==> src/rtl/edoIoPkg.sv <==
package edoIoPkg;

  typedef enum logic [2:0] {
    KIND_IDLE     = 3'd0,
    KIND_READ     = 3'd1,
    KIND_EARLY_WR = 3'd2,
    KIND_LATE_WR  = 3'd3,
    KIND_RMW      = 3'd4,
    KIND_ROW_ONLY = 3'd5,
    KIND_CBR      = 3'd6,
    KIND_COL_ONLY = 3'd7
  } cycleKind_e;

  typedef struct packed {
    logic capture;
    logic write;
  } dpStrobe_t;

endpackage

==> src/rtl/edoSync.sv <==
module edoSync #(
  parameter int WIDTH     = 4,
  parameter int STAGES    = 2,
  parameter logic [WIDTH-1:0] RESET_VAL = '1
) (
  input  logic             clk,
  input  logic             rstN,
  input  logic [WIDTH-1:0] async,
  output logic [WIDTH-1:0] synced
);

  logic [WIDTH-1:0] chain [STAGES];

  always_ff @(posedge clk or negedge rstN) begin
    if (!rstN) begin
      for (int i = 0; i < STAGES; i++) chain[i] <= RESET_VAL;
    end else begin
      chain[0] <= async;
      for (int i = 1; i < STAGES; i++) chain[i] <= chain[i-1];
    end
  end

  assign synced = chain[STAGES-1];

endmodule

==> src/rtl/edoCtl.sv <==
module edoCtl
  import edoIoPkg::*;
(
  input  logic       clk,
  input  logic       rstN,
  input  logic       rasS,
  input  logic       casS,
  input  logic       weS,
  input  logic       oeS,
  output dpStrobe_t  strobe,
  output logic       driveEn,
  output cycleKind_e kind
);

  logic rasP, casP, weP;
  logic pathOpen, allowDrive;
  logic rasFall, casFall, weFall;
  cycleKind_e kindNext;
  logic allowNext, pathNext, driveNext;

  assign rasFall = rasP & ~rasS;
  assign casFall = casP & ~casS;
  assign weFall  = weP & ~weS;

  always_comb begin
    kindNext       = kind;
    allowNext      = allowDrive;
    strobe.capture = 1'b0;
    strobe.write   = 1'b0;
    if (rasFall) begin
      if (!casP) begin
        kindNext = KIND_CBR;
      end else begin
        kindNext  = KIND_ROW_ONLY;
        allowNext = 1'b0;
      end
    end else if (casFall && !rasS && kind != KIND_CBR) begin
      strobe.capture = 1'b1;
      if (!weS) begin
        kindNext     = KIND_EARLY_WR;
        allowNext    = 1'b0;
        strobe.write = 1'b1;
      end else begin
        kindNext  = KIND_READ;
        allowNext = 1'b1;
      end
    end else if (casFall && rasS) begin
      kindNext = KIND_COL_ONLY;
    end else if (weFall && !casS && pathOpen && kind == KIND_READ) begin
      strobe.write = 1'b1;
      kindNext     = oeS ? KIND_LATE_WR : KIND_RMW;
      allowNext    = 1'b1;
    end
  end

  assign pathNext  = ~casS & (pathOpen | (~rasS & (kindNext != KIND_CBR)));
  assign driveNext = pathNext & ~oeS & weS & allowNext;

  always_ff @(posedge clk or negedge rstN) begin
    if (!rstN) begin
      rasP       <= 1'b1;
      casP       <= 1'b1;
      weP        <= 1'b1;
      pathOpen   <= 1'b0;
      allowDrive <= 1'b0;
      driveEn    <= 1'b0;
      kind       <= KIND_IDLE;
    end else begin
      rasP       <= rasS;
      casP       <= casS;
      weP        <= weS;
      pathOpen   <= pathNext;
      allowDrive <= allowNext;
      driveEn    <= driveNext;
      kind       <= kindNext;
    end
  end

  // a high column strobe leaves the drivers off on the next cycle
  a_r3_cas_high_off: assert property (@(posedge clk) disable iff (!rstN)
    casS |=> !driveEn);
  // a high output enable leaves the drivers off on the next cycle
  a_r4_oe_high_off: assert property (@(posedge clk) disable iff (!rstN)
    oeS |=> !driveEn);
  // write enable low while the column strobe is low blanks the pins
  a_r6_we_low_off: assert property (@(posedge clk) disable iff (!rstN)
    (!casS && !weS) |=> !driveEn);
  // an early write never drives the pins
  a_r5_early_quiet: assert property (@(posedge clk) disable iff (!rstN)
    (kind == KIND_EARLY_WR) |-> !driveEn);
  // a column-only cycle never drives the pins
  a_r8_col_only_quiet: assert property (@(posedge clk) disable iff (!rstN)
    (kind == KIND_COL_ONLY) |-> !driveEn);
  // inside a refresh with the row strobe low, no capture and no write
  a_r9_cbr_no_access: assert property (@(posedge clk) disable iff (!rstN)
    (kind == KIND_CBR && !rasS) |-> (!strobe.capture && !strobe.write));

endmodule

==> src/rtl/edoDatapath.sv <==
module edoDatapath
  import edoIoPkg::*;
#(
  parameter int DATA_W = 8,
  parameter int ADDR_W = 4
) (
  input  logic              clk,
  input  logic              rstN,
  input  dpStrobe_t         strobe,
  input  logic [ADDR_W-1:0] addr,
  input  logic [DATA_W-1:0] dIn,
  output logic [DATA_W-1:0] outLatch
);

  localparam int DEPTH = 1 << ADDR_W;

  logic [DATA_W-1:0] cells [DEPTH];

  always_ff @(posedge clk or negedge rstN) begin
    if (!rstN) begin
      for (int i = 0; i < DEPTH; i++) cells[i] <= '0;
    end else if (strobe.write) begin
      cells[addr] <= dIn;
    end
  end

  always_ff @(posedge clk or negedge rstN) begin
    if (!rstN) begin
      outLatch <= '0;
    end else if (strobe.capture) begin
      outLatch <= cells[addr];
    end
  end

  // without a capture the latch keeps its value (enables never touch it)
  a_r4_latch_hold: assert property (@(posedge clk) disable iff (!rstN)
    !strobe.capture |=> $stable(outLatch));

endmodule

==> src/rtl/edoIoCtl.sv <==
module edoIoCtl
  import edoIoPkg::*;
#(
  parameter int DATA_W      = 8,
  parameter int ADDR_W      = 4,
  parameter int SYNC_STAGES = 2
) (
  input  logic              clk,
  input  logic              rstN,
  input  logic              rasN,
  input  logic              casN,
  input  logic              weN,
  input  logic              oeN,
  input  logic [ADDR_W-1:0] addr,
  input  logic [DATA_W-1:0] dIn,
  output logic [DATA_W-1:0] dOut,
  output logic              dOutEn,
  output logic [2:0]        cycleKind
);

  localparam int NUM_STROBES = 4;

  logic [NUM_STROBES-1:0] strobesS;
  dpStrobe_t  dpCtl;
  cycleKind_e kind;

  edoSync #(.WIDTH(NUM_STROBES), .STAGES(SYNC_STAGES), .RESET_VAL('1)) uSync (
    .clk(clk), .rstN(rstN),
    .async({rasN, casN, weN, oeN}),
    .synced(strobesS)
  );

  edoCtl uCtl (
    .clk(clk), .rstN(rstN),
    .rasS(strobesS[3]), .casS(strobesS[2]), .weS(strobesS[1]), .oeS(strobesS[0]),
    .strobe(dpCtl), .driveEn(dOutEn), .kind(kind)
  );

  edoDatapath #(.DATA_W(DATA_W), .ADDR_W(ADDR_W)) uDp (
    .clk(clk), .rstN(rstN), .strobe(dpCtl),
    .addr(addr), .dIn(dIn), .outLatch(dOut)
  );

  assign cycleKind = kind;

endmodule

==> config.mk <==
export PLATFORM = sky130hd
export DESIGN_NAME = edoIoCtl
export DESIGN_NICKNAME = d
export VERILOG_FILES = /design/src/rtl/edoIoPkg.sv /design/src/rtl/edoSync.sv /design/src/rtl/edoCtl.sv /design/src/rtl/edoDatapath.sv /design/src/rtl/edoIoCtl.sv
export SDC_FILE = /design/constraint.sdc
export NUM_CORES = 1
export LEC_CHECK = 0
export ABC_AREA = 1
export BUFFER_PORTS_ARGS = -buffer_cell sky130_fd_sc_hd__buf_2
export CAP_MARGIN = 5
export CORE_AREA = 2 2 109 111
export DETAILED_ROUTE_END_ITERATION = 16
export DIE_AREA = 0 0 111 113
export GPL_TIMING_DRIVEN = 0
export PLACE_DENSITY = 0.84
export SYNTH_ARGS = -nofsm -noshare
export SYNTH_HDL_FRONTEND = slang
export SYNTH_SLANG_ARGS = --single-unit
==> constraint.sdc <==
create_clock -name clk -period 2.17 [get_ports clk]
set_clock_uncertainty 0.1 [all_clocks]
set_input_delay 0.3255 -clock clk [delete_from_list [all_inputs] [get_ports clk]]
set_output_delay 0.3255 -clock clk [all_outputs]
set_load 0.02 [all_outputs]
## After elaboration in Yosys (flattened, before gate mapping)

Cells that the tools add are included.

| word-level totals | value |
|---|---|
| output and inout port bits | 12 |
| memories | 0 |
| RAM bits | 0 |
| input bits | 18 |
| memory bits (read-only) | 0 |
| logic and storage cells | 79 |
| bits in latches | 0 |
| bits in registers | 153 |

| operators by class | value |
|---|---|
| order comparisons | 2 |
| bitwise operators | 14 |
| shifts and indexed selects | 0 |
| multipliers | 0 |
| reduce and logical (&&, ||, !) cells | 9 |
| eq/ne operators | 3 |
| divide/modulo/power cells | 0 |
| add/sub/neg operators | 0 |
| mux-type cells | 25 |

Operators with widths:

| cell | number |
|---|---|
| 128-bit bitwise mux | 1 |
| 8-bit binary-select mux with 4-bit select | 1 |
| 8-bit demux with 4-bit select | 1 |
| 8-bit two-way mux | 3 |
| 3-bit two-way mux | 5 |
| 1-bit two-way mux | 11 |
| 1-bit AND | 8 |
| 1-bit logical AND | 7 |
| 2-bit two-way mux | 3 |
| 3-bit != test (second input constant) | 2 |
| 5-bit greater-or-equal comparator (second input constant) | 1 |
| 5-bit by 1-bit < comparator with 1-bit output (second input constant) | 1 |
| 4-bit NOT with 5-bit output | 1 |
| 1-bit NOT | 4 |
| 3-bit by 1-bit == test with 1-bit output (second input constant) | 1 |
| 1-bit zero test | 2 |
| 1-bit OR | 1 |

## Depth between registers and ports, before layout

Gate-level depths: netlist of run 1.

| depth | value |
|---|---|
| depth in word-level cells | 16 |
| gate-level depth with buffers | 14 |
| depth with buffers taken out | 14 |

## Hierarchy

Synthesis of run 1 repeated with hierarchy kept, for this count alone.

| second synthesis, totals | value |
|---|---|
| cell total of the unflattened synthesis | 897 |
| area total of the unflattened synthesis | 7,093.1 µm² |

Modules (own cells, without submodules):

| module | times used | cells an instance | seq. area each (µm²) | area each (µm²) |
|---|---|---|---|---|
| edoDatapath | 1 | 814 | 3,403.3 | 6,319.8 |
| edoCtl | 1 | 71 | 229.0 | 533.0 |
| edoSync | 1 | 12 | 210.2 | 240.2 |

## Least setup slack after synthesis of run 1

Ideal clock, no wire load.

| timing | value |
|---|---|
| path type | register -> register |
| from | reg uCtl.kind[2] |
| to | reg uDp.cells[13] in the netlist's numbering |
| data arrival time | 1.796 ns |
| period minus slack after synthesis | 2.019 ns |
| buffers on the path | 1 |
| setup time | 0.123 ns |
| cell stages (with the launch flop) | 14 |
| path slack | 0.151 ns |
| required time | 1.947 ns |
| path through | dfrtp_1 > inv_1 > nand2_1 > nor2_4 > nand2_2 > a21oi_2 > inv_1 > nand2_2 > nand2_4 > nor3_4 > nand2_4 > buf_6 > nand2_1 > o21ai_2 |

| on the way | value |
|---|---|
| cells in the longest elaborated chain, start to end | 6 |
| elaborated cells on any way between the ends | 8 |
| those cells by class | 2 x eq/ne; 4 x mux; 2 x reduce/logical |

Ends and longest elaborated chain:

| what | line | RTL |
|---|---|---|
| start: declaration | edoCtl.sv:12 | `output cycleKind_e kind` |
| start signal: assignment | edoCtl.sv:75 | `kind <= kindNext;` |
| 3-bit by 1-bit == test with 1-bit output | edoCtl.sv:49 | `end else if (weFall && !casS && pathOpen && kind == KIND_READ) begin` |
| 1-bit logical AND | edoCtl.sv:49 |  |
| 1-bit two-way mux | edoCtl.sv:49 |  |
| 1-bit two-way mux | edoCtl.sv:47 | `end else if (casFall && rasS) begin` |
| 1-bit two-way mux * | edoCtl.sv:37 | `end else if (casFall && !rasS && kind != KIND_CBR) begin` |
| 2-bit two-way mux * | edoCtl.sv:30 | `if (rasFall) begin` |
| end signal: indexed assignment | edoDatapath.sv:23 | `cells[addr] <= dIn;` |
| end: declaration | edoDatapath.sv:17 | `logic [DATA_W-1:0] cells [DEPTH];` |

Every way passes the cells marked *; elsewhere a longest branch is shown, timed or not.
A chain may end at the register's enable or synchronous reset.

## Worst setup path after layout of run 1

| timing | value |
|---|---|
| from | reg uCtl.kind[1] |
| to | reg uDp.cells[110] in the netlist's numbering |

Same word-level chain as after synthesis.

==> results of run 1 <==
[per-layer routing]
metal | vias up | GRT usage [%] | part of all wire, %
met3 | 68 | 6.70 | 9.5
met4 | 0 | 13.8 | 3.7
met1 | 2806 | 39.3 | 38
li1 | 2534 | - | -
met5 | - | 0 | 0
met2 | 352 | 48.1 | 48
[power by group through the flow]
stage          Sequential, µW  Combinational, µW  Clock (µW)
4_1_cts                  3420                898        2890
5_1_grt                  3470               1020        3050
6_report                 3440                926        2880
3_5_place_dp             3460                866           0
2_1_floorplan            3470                520           0
3_3_place_gp             3440                818           0
[through the flow]
| stage | power, µW | hold slack, ns | instances | setup slack, ns | cell area [µm²] |
|---|---|---|---|---|---|
| floorplan | 3990 | -0.0701 | 715 | 0.151 | 6690 |
| global placement | 4260 | 0.246 | 887 | -1.33 | 7020 |
| detailed placement | 4330 | 0.247 | 888 | -0.260 | 7050 |
| CTS | 7210 | 0.181 | 927 | -0.0000837 | 7850 |
| global route | 7540 | 0.212 | 934 | -0.0474 | 8000 |
| finish | 7240 | 0.190 | 934 | 0.00802 | 8000 |
[worst paths after layout]
| kind | to | slack [ns] |
|---|---|---|
| max in group asynchronous | uDp.cells[121]$_DFFE_PN0P_ | 0.78 |
| worst min register to register | uSync.synced[2]$_DFF_PN1_ | 0.25 |
| worst min-delay path | uDp.cells[12]$_DFFE_PN0P_ | 0.19 |
| min in group asynchronous | uCtl.driveEn$_DFF_PN0_ | 0.35 |
| worst max-delay path | uDp.cells[110]$_DFFE_PN0P_ | 0.008 |
| worst max register to register | uDp.cells[110]$_DFFE_PN0P_ | 0.008 |
[state kept, by name, summed over array words and instances (netlist names)]
signal	cells
uSync.chain	4
uCtl.pathOpen	1
uCtl.allowDrive	1
uCtl.casP	1
uDp.cells	128
uCtl.weP	1
uCtl.rasP	1
uSync.synced	4
uCtl.driveEn	1
uDp.outLatch	8
uCtl.kind	3
[cells in the final DEF (no fill, tap or decap), types with 6 or more instances in the layout]
cell	n
inv_1	30
a22oi_1	49
nand2_4	12
nand2_2	11
a21oi_1	14
clkinv_2	6
dfstp_2	11
clkbuf_1	23
o21ai_0	55
buf_4	10
o21ai_1	40
nand3_1	7
o21ai_2	34
buf_2	28
dfrtp_1	142
nor2_1	13
buf_6	6
nand4_1	8
clkbuf_16	18
nand2_1	223
[worst min-delay path, cell delays in order]
cell	delay (ns)
buf_2	0.07
inv_1	0.13
o21ai_2	0.16
[kinds of logic after synthesis]
| family | share of synthesized area [%] |
|---|---|
| compound gates | 19.3 |
| buf+inv | 4.99 |
| simple gates | 18.3 |
| flops | 57.4 |
[cell type report]
cell class | count | area share [%]
plain buffers | 31 | 2.46
clock buffers | 22 | 5.93
clock inverters | 9 | 1.22
inverters | 34 | 1.60
multi-input cells | 489 | 32.8
flip-flops and latches | 153 | 48.0
well taps | 143 | 2.24
repair buffers | 53 | 5.73
[what timing repair did]
item / in CTS / in global routing
endpoints found under the hold margin: 63 / 0
setup buffers: 7 / 7
endpoints found under the setup margin: 128 / 127
gates resized for setup: 30 / 21
gates cloned: 3 / 1
pin swaps: 6 / 6
hold buffers: 5 / 0
==> results.md, run 1 <==
* Total number of vias at 5760
* Initial antenna violation count at 0
* Share of layout cells above drive strength 1 at 21.2%
* Sw Ratio at 26.6%
* H-Tree Depth at 4
* Drt first pass iters at 6
* Clock buffer depth at 2
* Internal power at 5310 µW
* Pwr/cell area at 905 nW/µm²
* Setup total negative slack at 0 ns
* Placer's final routability congestion estimate at 0.984
* Number of flops mapped to enable cells by yosys at 0
* Total track usage at 29.9%
* Worst setup SP type: flop
* Final wirelength at 18200 µm
* Slowest library cell on the worst path: dfrtp_1
* Relative slew slack at 46.1%
* Buffers and inverters on the worst path at 4
* WL per Instance at roughly 19 µm
* DPL Wire Length at 11800 µm
* Clock Power Share at 39.7%
* Post-synthesis net count at between 700 and 800
* Antenna Nets Post-Route at 0
* Fmax at approximately 0.46 GHz
* Crit path launch: uCtl.kind[1]$_DFF_PN0_
* CP Max Fanout at 10
* Hold Vio Cnt, Final at 0
* First-pass GRT wire length at 28700 µm
* Unrepaired setup endpoints after global routing: yes
* Syn Area/Cell at 9.36 µm²
* Final period util at approximately 100%
* Final setup fails at 0
* HP Class: input pin to flop
* Final slew viol count at 0
* Mapped Cells at between 700 and 800
* Hold Startpoint: dIn[4]
* Critical path, cell by cell: inv_2 -> nand2_1 -> nor2_2 -> nand2_2 -> a21oi_2 -> inv_1 -> nand2_2 -> nand2_4 -> nor3_4 -> buf_12 -> nand2_4 -> buf_6 -> nand2_1 -> o21ai_2
* Yosys top cell area share at between 50% and 60%
* Peak supply drop at 0.000648 V
* Crit path DAT at between 2 and 2.5 ns
* # Max-Cap Violations at 0
* Critical path class: flop to flop
* Mapped Area at 6690 µm²
* PortBufs at 29
* Gate power share at 12.8%
* YS warnings at 0
* P_leak at 0.00389 µW
* Worst slew pin tran at 0.808 ns
* Die width at 111 µm
* CTS tree: yes
* Seq/Total Area, Yosys at 57.4%
* Yosys reg bits at between 150 and 200
* Largest net degree at the start of global routing at 90
* WP data required at 2.36 ns
* Commonest cells post-synth: 238 x nand2_1, 142 x dfrtp_1, 59 x o21ai_0
* Vias in the first global route at 5708
* Clk sinks at 153
* Total grt overflow at 0
* Diode count at 0
* Status: finished, final reports clean
* Multi-input gate area at 2620 µm²
* I/O pin count at 30
* Worst r2r path cells at 14
* # DRC at 0
* CTS clk-pin slew, worst paths at 0.06 ns
* Main synth FF type: dfrtp_1
* Reg2reg start: uCtl.kind[1]$_DFF_PN0_
* Count leader, synth: nand2_1
* Clock latency on the worst-skew pair at 0.43 ns
* Final net count at 797
* Clk root buf: clkbuf_16
* Post-layout util at between 70% and 80%
* Hold Crit Depth at 3
* Cts bufs inserted at 17
* Period minus WS final at 2.16 ns
* Die H at approximately 110 µm
* Core footprint at 11300 µm²
* Synth-to-Final Area Change at 19.5%
* Num rows at 39
* Levels on crit path at 14
* Seq pwr share at a little under half
* CP max stage delay at 0.42 ns
* Crit end category: flop
* Post-synth top area cell: dfrtp_1
* Synth cell types at 27
* Net Switching at 1930 µW
* Vias per inst at 6.17
* Synth area leaders: dfrtp_1 53%, nand2_1 13%, a22oi_1 5.5%
* Async SR Flop Fraction at 100%
* Initial core utilization at 59.4%
* Die ar. at around 13000 µm²
* FF/Latch Area at approximately 3800 µm²
* CP delay by family, top: simple AND/OR/NAND/NOR gates
* Iter 0 DRT Violations at 729
* Fillers at slightly above 800
Power figures use the tool's default switching activity.
==> run 2, diff against run 1 <==
--- a/config.mk
+++ b/config.mk
@@ -12,6 +12,7 @@
 export DETAILED_ROUTE_END_ITERATION = 16
 export DIE_AREA = 0 0 111 113
 export GPL_TIMING_DRIVEN = 0
+export MAX_ROUTING_LAYER = met4
 export PLACE_DENSITY = 0.84
 export SYNTH_ARGS = -nofsm -noshare
 export SYNTH_HDL_FRONTEND = slang
==> run 2 against run 1 <==
  * The run now ends with negative setup slack left
  * Worst setup slack got worse by 0.025 ns
  * First-iteration DRC count rose by 18%
  * Clock-buffer cell count is 2 higher
  * Flip-flop and latch count is the same
  * Largest power group unchanged
  * Combinational power is 3.7% higher
==> results.md, run 2 (synthesized netlist as in run 1, its figures left out) <==
* Initial core utilization at 59.4% (unchanged)
* Critical path class: flop to flop
* Seq pwr share at 46.9% (-0.6 points)
* HP Class: input pin to flop
* Crit end category: flop
* Die H at 113 µm (unchanged)
* Setup ws final at -0.0169 ns (-0.0249 ns)
* Dpl cell area at 7050 µm² (unchanged)
* I/O pin count at 30 (unchanged)
* Worst R2R Setup Slack at -0.02 ns (-0.02 ns)
* Net Switching at 2000 µW (+4.1%)
* Status: complete, but fails checks
* CP Max Fanout at 10 (unchanged)
* Max reg flops at 128 (unchanged)
* Share of layout cells above drive strength 1 at 23.9% (+2.7 points)
* Period minus WS final at 2.19 ns (+0.0249 ns)
* Final setup fails at 3 (+3)
* Total grt overflow at 0 (unchanged)
* PortBufs at 29 (unchanged)
* Total track usage at 31.2% (+1.3 points)
* DPL Wire Length at 11800 µm (+0.43%)
* Placer's final routability congestion estimate at 0.990 (+0.59%)
* Clock buffer depth at 2 (unchanged)
* Total number of vias at 5899 (+2.4%)
* Gate power share at 13.0% (+0.2 points)
* Largest net degree at the start of global routing at 82 (-8.9%)
* # Max-Cap Violations at 0 (unchanged)
* Clock latency on the worst-skew pair at 0.43 ns (about the same)
* Antenna Nets Post-Route at 0 (unchanged)
* Iter 0 DRT Violations at 858 (+18%)
* Crit path DAT at 2.40 ns (+0.04 ns)
* Die ar. at 12500 µm² (unchanged)
* Die width at 111 µm (unchanged)
* Fin Hold WS at 0.194 ns (+0.00370 ns)
* # DRC at 0 (unchanged)
* Final wirelength at 19400 µm (+6.9%)
* Commonest non-fill, non-tap cell in the layout: nand2_1
* Top flop regs: uDp.cells: 128 flops, uDp.outLatch: 8 flops
* CTS clk-pin slew, worst paths at 0.06 ns (about the same)
* Hold Crit Depth at 3 (unchanged)
* Final net count at 808 (+1.4%)
* Hold Vio Cnt, Final at 0 (unchanged)
* Commonest non-fill, non-tap cells in the layout: 215 x nand2_1, 142 x dfrtp_1, 49 x a22oi_1, 49 x o21ai_1, 40 x o21ai_0
* Final period util at 101% (+1.1 points)
* Relative slew slack at 42.0% (-4.2 points)
* Final slew viol count at 0 (unchanged)
* P_leak at 0.00397 µW (+2.2%)
* CTS tree: yes
* Worst r2r path cells at 13 (-1)
* Vias per inst at 6.24 (+1.1%)
* Fmax at 0.457 GHz (-1.1%)
* Peak supply drop at 0.000623 V (-3.8%)
* Num rows at 39 (unchanged)
* Unrepaired setup endpoints after global routing: yes
* Worst slew pin tran at 0.870 ns (+0.0624 ns)
* Post-route cell area at 8220 µm² (+2.8%)
* Initial antenna violation count at 0 (unchanged)
* Vias in the first global route at 5665 (-0.75%)
* Clk sinks at 153 (unchanged)
* H-Tree Depth at 4 (unchanged)
* Worst setup SP type: flop
* Diode count at 0 (unchanged)
* Clock Power Share at 40.1% (+0.4 points)
* First-pass GRT wire length at 28900 µm (+0.72%)
* Internal power at 5360 µW (+0.93%)
* Synth-to-Final Area Change at 22.9%
* WP data required at 2.39 ns (+0.03 ns)
* Sw Ratio at 27.2% (+0.60 points)
* Pre-CTS WS at -0.251 ns (+0.00840 ns)
* Cts bufs inserted at 17 (unchanged)
* Top reg by flops: uDp.cells
* Pwr/cell area at 896 nW/µm² (-1.0%)
* Core footprint at 11300 µm² (unchanged)
* WL per Instance at 20.5 µm (+5.5%)
* Setup total negative slack at -0.0300 ns (-0.0300 ns)
* Clk root buf: clkbuf_16
* Violated checks: negative setup slack
* Drt first pass iters at 6 (unchanged)
[run 2: timing repair]
| item | CTS | global route |
|---|---|---|
| gates resized for setup | 21 | 90 |
| endpoints found under the setup margin | 128 | 126 |
| hold buffers | 5 | 0 |
| gates cloned | 0 | 10 |
| endpoints found under the hold margin | 76 | 0 |
| pin swaps | 3 | 6 |
| setup buffers | 4 | 11 |
[run 2: cell type report]
class | count | area, µm²
Clock inverter | 8 | 92.6
Buffer | 35 | 250
Multi-Input combinational cell | 489 | 2720
Timing Repair Buffer | 60 | 519
Clock buffer | 24 | 492
Sequential cell | 153 | 3840
Fill cell | 742 | 3050
Tap cell | 143 | 179
Inverter | 34 | 128
[run 2: critical path: stages, from the launching register on]
cell and delay (ns):
dfstp_2 0.54, inv_2 0.05, nand2_2 0.09, inv_1 0.09, a21oi_2 0.17, inv_1 0.08, nand2_2 0.08, nand2_4 0.10
nor3_4 0.18, buf_4 0.16, nand2_4 0.09, buf_12 0.20, nand2_1 0.07, o21ai_2 0.05
[run 2: path summary, 6_finish.rpt]
kind                                           start                   endpoint
max in group asynchronous                       rstN  uSync.synced[3]$_DFF_PN1_
max reg2reg                uSync.synced[2]$_DFF_PN1_  uDp.cells[29]$_DFFE_PN0P_
min reg2reg                 uSync.chain[7]$_DFF_PN1_  uSync.synced[3]$_DFF_PN1_
min                                           dIn[7]  uDp.cells[47]$_DFFE_PN0P_
min in group asynchronous                       rstN  uDp.cells[43]$_DFFE_PN0P_
max                        uSync.synced[2]$_DFF_PN1_  uDp.cells[29]$_DFFE_PN0P_
[run 2: through the flow]
stage | util [%] | power (µW) | cells
after CTS | 68.7 | 7280 | 926
after global routing | 72.9 | 7620 | 946
final | 72.9 | 7370 | 946
after detailed placement | 62.5 | 4330 | 888
after global placement | 62.2 | 4260 | 887
after floorplan | - | 3990 | 715
[run 2: power groups by stage]
stage                     clock network, µW  registers (µW)  logic, µW
after floorplan                           0            3470        520
after global placement                    0            3450        815
after detailed placement                  0            3470        868
after CTS                              2960            3430        894
after global routing                   3080            3480       1050
final                                  2960            3450        960
[run 2: layer usage]
metal / share of wire, % / GRT usage, % / vias to the layer above
met4: 4.5 / 13.8 / 0
met1: 37 / 38.3 / 2871
met2: 49 / 49.8 / 378
li1: - / - / 2555
met5: 0 / - / -
met3: 9.3 / 7.61 / 95
